==> src/rtl/pbd_pkg.sv <==
package pbd_pkg;
  typedef enum logic [1:0] {
    ST_IDLE = 2'd0,
    ST_ADDR = 2'd1,
    ST_CNT  = 2'd2,
    ST_DONE = 2'd3
  } pbd_state_e;

  localparam int CNT_W = 10;
  localparam int CAP_W = 11;
  localparam int WORD_W = 16;
endpackage

==> src/rtl/pbd_addr_map.sv <==
module pbd_addr_map #(
  parameter int STRIDE = 1,
  parameter int LW = 9,
  parameter int AW = 9
) (
  input  logic [LW-1:0] idx,
  output logic [AW-1:0] addr
);
  generate
    if (STRIDE == 2) begin : g_stride2
      assign addr = {idx, 1'b0};
    end else begin : g_stride1
      assign addr = idx;
    end
  endgenerate
endmodule

==> src/rtl/pbd_cap_decode.sv <==
module pbd_cap_decode
  import pbd_pkg::*;
(
  input  logic [5:0]       alloc,
  output logic [CAP_W-1:0] cap
);
  logic             big_blk;
  logic [4:0]       nblk;

  assign big_blk = alloc[5];
  assign nblk    = alloc[4:0];

  always_comb begin
    if (big_blk) begin
      cap = (CAP_W'(nblk) + CAP_W'(1)) << 5;
    end else begin
      cap = CAP_W'({nblk, 1'b0});
    end
  end
endmodule

==> src/rtl/pbd_seq.sv <==
module pbd_seq
  import pbd_pkg::*;
#(
  parameter int EP_W = 3
) (
  input  logic              clk,
  input  logic              rst_n,
  input  logic              start,
  input  logic [EP_W-1:0]   ep_num,
  input  logic              dir_rx,
  input  logic              wb_en,
  input  logic [CNT_W-1:0]  rx_bytes,
  input  logic [WORD_W-1:0] rdata,
  input  logic [CAP_W-1:0]  cap_dec,
  output logic [1:0]        slot,
  output logic [EP_W-1:0]   ep_q,
  output logic [WORD_W-1:0] addr_word_q,
  output logic              mem_rd,
  output logic              mem_wr,
  output logic [WORD_W-1:0] mem_wdata,
  output logic              done,
  output logic              ovf,
  output logic [CAP_W-1:0]  cap_q,
  output logic [CNT_W-1:0]  cnt_q
);
  pbd_state_e        st_q, st_n;
  logic [EP_W-1:0]   ep_n;
  logic              rx_q, rx_n, wb_q, wb_n;
  logic [CNT_W-1:0]  bytes_q, bytes_n;
  logic [WORD_W-1:0] aw_n;
  logic              done_n, ovf_n;
  logic [CAP_W-1:0]  cap_n;
  logic [CNT_W-1:0]  cnt_n;
  logic              too_long;
  logic [CNT_W-1:0]  wcnt;

  assign too_long  = {1'b0, bytes_q} > cap_dec;
  assign wcnt      = too_long ? cap_dec[CNT_W-1:0] : bytes_q;
  assign mem_rd    = (st_q == ST_ADDR) || (st_q == ST_CNT);
  assign mem_wr    = (st_q == ST_DONE) && rx_q && wb_q;
  assign mem_wdata = {rdata[WORD_W-1:CNT_W], wcnt};
  assign slot      = {rx_q, (st_q != ST_ADDR)};

  always_comb begin
    st_n    = st_q;
    ep_n    = ep_q;
    rx_n    = rx_q;
    wb_n    = wb_q;
    bytes_n = bytes_q;
    aw_n    = addr_word_q;
    cap_n   = cap_q;
    cnt_n   = cnt_q;
    done_n  = 1'b0;
    ovf_n   = 1'b0;
    unique case (st_q)
      ST_IDLE: begin
        if (start) begin
          ep_n    = ep_num;
          rx_n    = dir_rx;
          wb_n    = wb_en;
          bytes_n = rx_bytes;
          st_n    = ST_ADDR;
        end
      end
      ST_ADDR: st_n = ST_CNT;
      ST_CNT: begin
        aw_n = rdata;
        st_n = ST_DONE;
      end
      ST_DONE: begin
        done_n = 1'b1;
        ovf_n  = rx_q && wb_q && too_long;
        cap_n  = rx_q ? cap_dec : '0;
        cnt_n  = rdata[CNT_W-1:0];
        st_n   = ST_IDLE;
      end
      default: st_n = ST_IDLE;
    endcase
  end

  always_ff @(posedge clk or negedge rst_n) begin
    if (!rst_n) begin
      st_q        <= ST_IDLE;
      ep_q        <= '0;
      rx_q        <= 1'b0;
      wb_q        <= 1'b0;
      bytes_q     <= '0;
      addr_word_q <= '0;
      cap_q       <= '0;
      cnt_q       <= '0;
      done        <= 1'b0;
      ovf         <= 1'b0;
    end else begin
      st_q        <= st_n;
      ep_q        <= ep_n;
      rx_q        <= rx_n;
      wb_q        <= wb_n;
      bytes_q     <= bytes_n;
      addr_word_q <= aw_n;
      cap_q       <= cap_n;
      cnt_q       <= cnt_n;
      done        <= done_n;
      ovf         <= ovf_n;
    end
  end
endmodule

==> src/rtl/pbuf_desc_lookup.sv <==
module pbuf_desc_lookup
  import pbd_pkg::*;
#(
  parameter int PMA_BYTES = 1024,
  parameter int EP_W = 3,
  localparam int STRIDE = (PMA_BYTES == 512) ? 2 : 1,
  localparam int LOG_AW = $clog2(PMA_BYTES / 2),
  localparam int MEM_AW = $clog2((PMA_BYTES / 2) * STRIDE)
) (
  input  logic              clk,
  input  logic              rst_n,
  input  logic              start,
  input  logic [15:0]       tbl_base,
  input  logic [EP_W-1:0]   ep_num,
  input  logic              dir_rx,
  input  logic              wb_en,
  input  logic [9:0]        rx_bytes,
  output logic [MEM_AW-1:0] mem_addr,
  output logic              mem_rd,
  output logic              mem_wr,
  output logic [15:0]       mem_wdata,
  input  logic [15:0]       mem_rdata,
  output logic              done,
  output logic [MEM_AW-1:0] buf_addr,
  output logic [10:0]       rx_cap,
  output logic [9:0]        cnt_field,
  output logic              ovf
);
  logic [1:0]        rs_q;
  logic              rst_core_n;
  logic [1:0]        slot;
  logic [EP_W-1:0]   ep_q;
  logic [15:0]       addr_word_q;
  logic [CAP_W-1:0]  cap_dec;
  logic [LOG_AW-1:0] desc_idx;
  logic [LOG_AW-1:0] buf_idx;

  always_ff @(posedge clk or negedge rst_n) begin
    if (!rst_n) rs_q <= 2'b00;
    else        rs_q <= {rs_q[0], 1'b1};
  end
  assign rst_core_n = rs_q[1];

  assign desc_idx = tbl_base[LOG_AW:1] + (LOG_AW'(ep_q) << 2) + LOG_AW'(slot);
  assign buf_idx  = addr_word_q[LOG_AW:1];

  pbd_addr_map #(.STRIDE(STRIDE), .LW(LOG_AW), .AW(MEM_AW)) u_desc_map (
    .idx (desc_idx),
    .addr(mem_addr)
  );

  pbd_addr_map #(.STRIDE(STRIDE), .LW(LOG_AW), .AW(MEM_AW)) u_buf_map (
    .idx (buf_idx),
    .addr(buf_addr)
  );

  pbd_cap_decode u_cap (
    .alloc(mem_rdata[15:10]),
    .cap  (cap_dec)
  );

  pbd_seq #(.EP_W(EP_W)) u_seq (
    .clk        (clk),
    .rst_n      (rst_core_n),
    .start      (start),
    .ep_num     (ep_num),
    .dir_rx     (dir_rx),
    .wb_en      (wb_en),
    .rx_bytes   (rx_bytes),
    .rdata      (mem_rdata),
    .cap_dec    (cap_dec),
    .slot       (slot),
    .ep_q       (ep_q),
    .addr_word_q(addr_word_q),
    .mem_rd     (mem_rd),
    .mem_wr     (mem_wr),
    .mem_wdata  (mem_wdata),
    .done       (done),
    .ovf        (ovf),
    .cap_q      (rx_cap),
    .cnt_q      (cnt_field)
  );
endmodule

==> config.mk <==
export PLATFORM = sky130hd
export DESIGN_NAME = pbuf_desc_lookup
export DESIGN_NICKNAME = d
export VERILOG_FILES = /design/src/rtl/pbd_pkg.sv /design/src/rtl/pbd_addr_map.sv /design/src/rtl/pbd_cap_decode.sv /design/src/rtl/pbd_seq.sv /design/src/rtl/pbuf_desc_lookup.sv
export SDC_FILE = /design/constraint.sdc
export NUM_CORES = 1
export LEC_CHECK = 0
export BUFFER_PORTS_ARGS = -buffer_cell sky130_fd_sc_hd__buf_2
export CAP_MARGIN = 20
export CORE_UTILIZATION = 48
export CTS_BUF_LIST = sky130_fd_sc_hd__clkbuf_8
export CTS_CLUSTER_DIAMETER = 100
export DETAILED_ROUTE_END_ITERATION = 7
export PLACE_DENSITY = 0.8
export SYNTH_ARGS = -nofsm -noshare
export SYNTH_HDL_FRONTEND = slang
export SYNTH_HIERARCHICAL = 1
export SYNTH_SLANG_ARGS = --single-unit
==> constraint.sdc <==
create_clock -name clk -period 3.45 [get_ports clk]
set_input_delay 0.345 -clock clk [delete_from_list [all_inputs] [get_ports clk]]
set_output_delay 0.345 -clock clk [all_outputs]
set_load 0.02 [all_outputs]
# Word-level counts from Yosys, hierarchy flattened
# Cells that the tools add are included.
# Widths: inputs -> output; s select.
dict set report word_totals {
  inputBits 50
  output_inout_bits 59
  regBits 52
}
dict set report op_classes {
  n_addsub 3
  reduce_logical 7
  n_lt_le_gt_ge 1
  mux 7
  eq_ne 5
}
# op n
set op_table {}
lappend op_table {{$mux 11} 2}
lappend op_table {{$gt 10x11->1} 1}
lappend op_table {{$mux 10} 1}
lappend op_table {{$add 9x2->9} 1}
lappend op_table {{$add 9x5->9} 1}
lappend op_table {{$pmux 2 s4} 1}
lappend op_table {{$add 5x1->6 const B} 1}
lappend op_table {{$eq 2x2->1 const B} 2}
lappend op_table {{$logic_and 1x1->1} 4}
lappend op_table {{$eq 2x1->1 const B} 1}
lappend op_table {{$logic_not 2->1} 1}
lappend op_table {{$mux 1} 2}
lappend op_table {{$mux 2} 1}
lappend op_table {{$ne 2x1->1 const B} 1}
lappend op_table {{$ne 2x2->1 const B} 1}
lappend op_table {{$reduce_and 2->1} 1}
lappend op_table {{$logic_or 1x1->1} 1}

# Depth between registers and ports, before layout
dict set report depth {
  word_depth 5
  mapped_depth 11
}

# Modules after synthesis
# The synthesis kept the hierarchy.
# mod area_per_inst_um2 seq_area_each_um2 n_inst cells_per_inst
set by_module_without_submodules {}
lappend by_module_without_submodules {pbd_seq 2601.2 1401.3 1 207}
lappend by_module_without_submodules {pbuf_desc_lookup 295.3 50.0 1 31}
lappend by_module_without_submodules {pbd_cap_decode 148.9 0.0 1 23}
lappend by_module_without_submodules {pbd_addr_map 67.6 0.0 2 9}

# Worst setup path after synthesis
# OpenSTA, ideal clock, no wires.
dict set report synth_timing {
  kind {input-to-output}
  from {input mem_rdata[10]}
  to {output mem_wdata[0]}
  path_slack_ns 0.814
  path_stages 10
  path_buffers 1
  required_time_ns 3.105
  arrival_ns 2.291
  cell_sequence {ha_1 -> nand3_1 -> mux2i_1 -> inv_1 -> ha_1 -> nor2_1 -> or3_1 -> a22oi_2 -> buf_6 -> mux2_2}
}
dict set report synth_between {
  elab_chain_cells 4
}
# element line
set synth_lines {}
lappend synth_lines {{start, declared} pbuf_desc_lookup.sv:22} ;# input logic [15:0] mem_rdata,
lappend synth_lines {{$add 5x1->6} pbd_cap_decode.sv:15} ;# cap = (CAP_W'(nblk) + CAP_W'(1)) << 5;
lappend synth_lines {{$mux 11} pbd_cap_decode.sv:14} ;# if (big_blk) begin
lappend synth_lines {{via cap_dec[9]} pbuf_desc_lookup.sv:34} ;# logic [CAP_W-1:0] cap_dec;
lappend synth_lines {{$gt 10x11->1} pbd_seq.sv:37} ;# assign too_long = {1'b0, bytes_q} > cap_dec;
lappend synth_lines {{$mux 10} pbd_seq.sv:38} ;# assign wcnt = too_long ? cap_dec[CNT_W-1:0] : bytes_q;
lappend synth_lines {{end, declared} pbuf_desc_lookup.sv:21} ;# output logic [15:0] mem_wdata,
# The timed path passes the listed nets, and every way through them passes these cells.

# Worst setup path in the final report
dict set report layout_timing {
  from {input mem_rdata[10]}
  to {output mem_wdata[2]}
}
# The elaborated chain is that of the path after synthesis.

==> results.cfg <==
[sta]
max_slew.worst_pin.slew_ns = 0.684
slew_headroom_pct = 54.3
finalClockSkew_ns = 0.00491
setup_ws_ns = 0.246
rsz0062_at_grt = false
setup_viol = 0
final_max_slew_viol_count = 0
fmax_mhz = 312
finalHoldViolations = 0
final.min_clock_period_ns = 3.20
period_share_pct = 92.9
final.setup.tns_ns = 0

[detailed_routing]
drt_iter0_markers = 33
via_per_inst = 5.10
routed_wl_um = 5700
dr.pass1.iters = 4
drcViolationCount = 0
ant_nets = 0
avgRoutedWirePerCell_um = 13.6
vias = 2133

[power]
p_leak_uw = 0.00174
peakVddDrop_v = 0.000514
power_density_nw_per_um2 = 1010

[floorplan]
dieArea_um2 = 6410
start_util_pct = 49.7
die_h_um = 80.1
coreArea_um2 = 5890
die_w_um = 80.1
row_count = 28
io_pins = 109

[final_layout]
syn2layout_area_growth_pct = 18.4
num_antenna_cells = 0
fin_nets = 414
drive_gt1_share_pct = 47.5

[placed_design]
place_congestion = 0.870
hpwl_um = 4250
port_buffers = 101
pre_cts_ws_ns = 0.280

[synthesis]
syn_area_per_cell_um2 = 11.0
syn-cell-area_um2 = 2930
synth_cells = 265
yosysWarnings = 6
syn_nets = 337

[status]
status = finished, final reports clean

[clock_tree]
h-tree-depth = 2
cts_tree = yes
clockBufferDepth = 2
postCtsResizedCells = 0
root_buffer = clkbuf_8
cts.clk_slew.worst_paths_ns = 0.09
clock_sinks = 51
clock_latency_ns = 0.30
cts_post_setup_buffers_inserted = 0
cts_inserted_buffers = 5

[worst_hold_path]
min_path_type = flip-flop to async pin

[critical_path]
critical_path_class = input pin to output pin
cp-end-kind = output pin
critPathRequiredTime_ns = 3.11
worst_ep_arrival_time_ns = 2.86
crit_fanout = 6
start_kind = input pin

[global_routing]
antenna_found_initial = 0
grt_pass1_wl_um = 9230
grt_pass1_vias = 2068
grt_max_degree = 50
overflow = 0
grt_usage_pct = 18.6

[job]
maxCapViolCount = 0
-- power breakdown --
part	internal (µW)	leakage, µW	total [µW]	switching, µW
sequential	884	0.000621	1080	191
clock	287	0.0000695	482	195
combinational	844	0.00105	1940	1100
-- cell usage in the layout (no fill, tap or decap), drive strengths merged, types with 2 or more instances in the layout --
cell type  instances
buf              105
dfrtp             51
mux2              45
inv               25
ha                21
nand3             16
o21ai             15
a21oi              8
nor2               6
clkbuf             5
nor2b              5
nand2              5
xor2               4
xnor2              3
nand4              3
and2               3
a211oi             3
a21o               2
bufinv             2
conb               2
nand2b             2
mux2i              2
-- stage by stage --
stage / area, µm² / instances / hold WS, ns / total power (µW) / utilization, %
3_3_place_gp: 3300 / 408 / 0.131 / 2980 / 56.1
6_report: 3460 / 418 / 0.116 / 3500 / 58.9
2_1_floorplan: 2930 / 265 / 0.0494 / 2650 / -
5_1_grt: 3460 / 418 / 0.132 / 3750 / 58.9
3_5_place_dp: 3300 / 408 / 0.133 / 3040 / 56.1
4_1_cts: 3440 / 417 / 0.257 / 3530 / 58.5
-- sequential cells by signal, summed over array words and instances, names as in the netlist --
name / cells
u_seq/ep_q: 3
u_seq/done: 1
u_seq/cap_q: 11
u_seq/bytes_q: 10
u_seq/rx_q: 1
u_seq/cnt_q: 10
u_seq/st_q: 2
u_seq/addr_word_q: 9
u_seq/wb_q: 1
rs_q: 2
u_seq/ovf: 1
-- layer usage --
layer	wire [µm]	track usage, %	vias up
met4	124	7.14	0
met2	2800	31.8	72
met5	0	0	-
li1	-	-	1028
met3	364	4.77	13
met1	2410	22.3	1020
-- worst paths after layout --
kind                       cells after the start  slack [ns]        startpoint          endpoint
hold reg to reg                                0        0.12           rs_q[1]    u_seq/cnt_q[9]
min in group clk                               2        0.27       rx_bytes[6]  u_seq/bytes_q[6]
max in group asynchronous                      1        2.86           rs_q[1]  u_seq/bytes_q[9]
setup reg to reg                               6        1.60  u_seq/bytes_q[8]         u_seq/ovf
setup / recovery                              12        0.25     mem_rdata[10]      mem_wdata[2]
hold / removal                                 0        0.12           rs_q[1]    u_seq/cnt_q[9]
-- critical path, stage by stage --
cell     delay, ns
buf_2         0.13
ha_1          0.22
nand3_1       0.10
mux2i_1       0.29
inv_1         0.08
ha_1          0.30
nor2_1        0.04
or3_1         0.33
a22oi_2       0.32
buf_4         0.21
mux2_2        0.33
buf_2         0.16
-- layout make-up --
class                   count  area [µm²]
clock buffers               5        68.8
inverters                  24        90.1
multi-input cells         154        1310
fillers                   511        2420
repair buffers            106         558
flip-flops and latches     51        1280
clock inverters             3        63.8
well taps                  75        93.8
-- repair_timing --
item                                    in CTS  in global routing
hold buffers                                 1                  0
endpoints found under the setup margin       0                  0
hold endpoints to repair                     2                  0
Note: power is estimated with default switching activity, not from simulation.
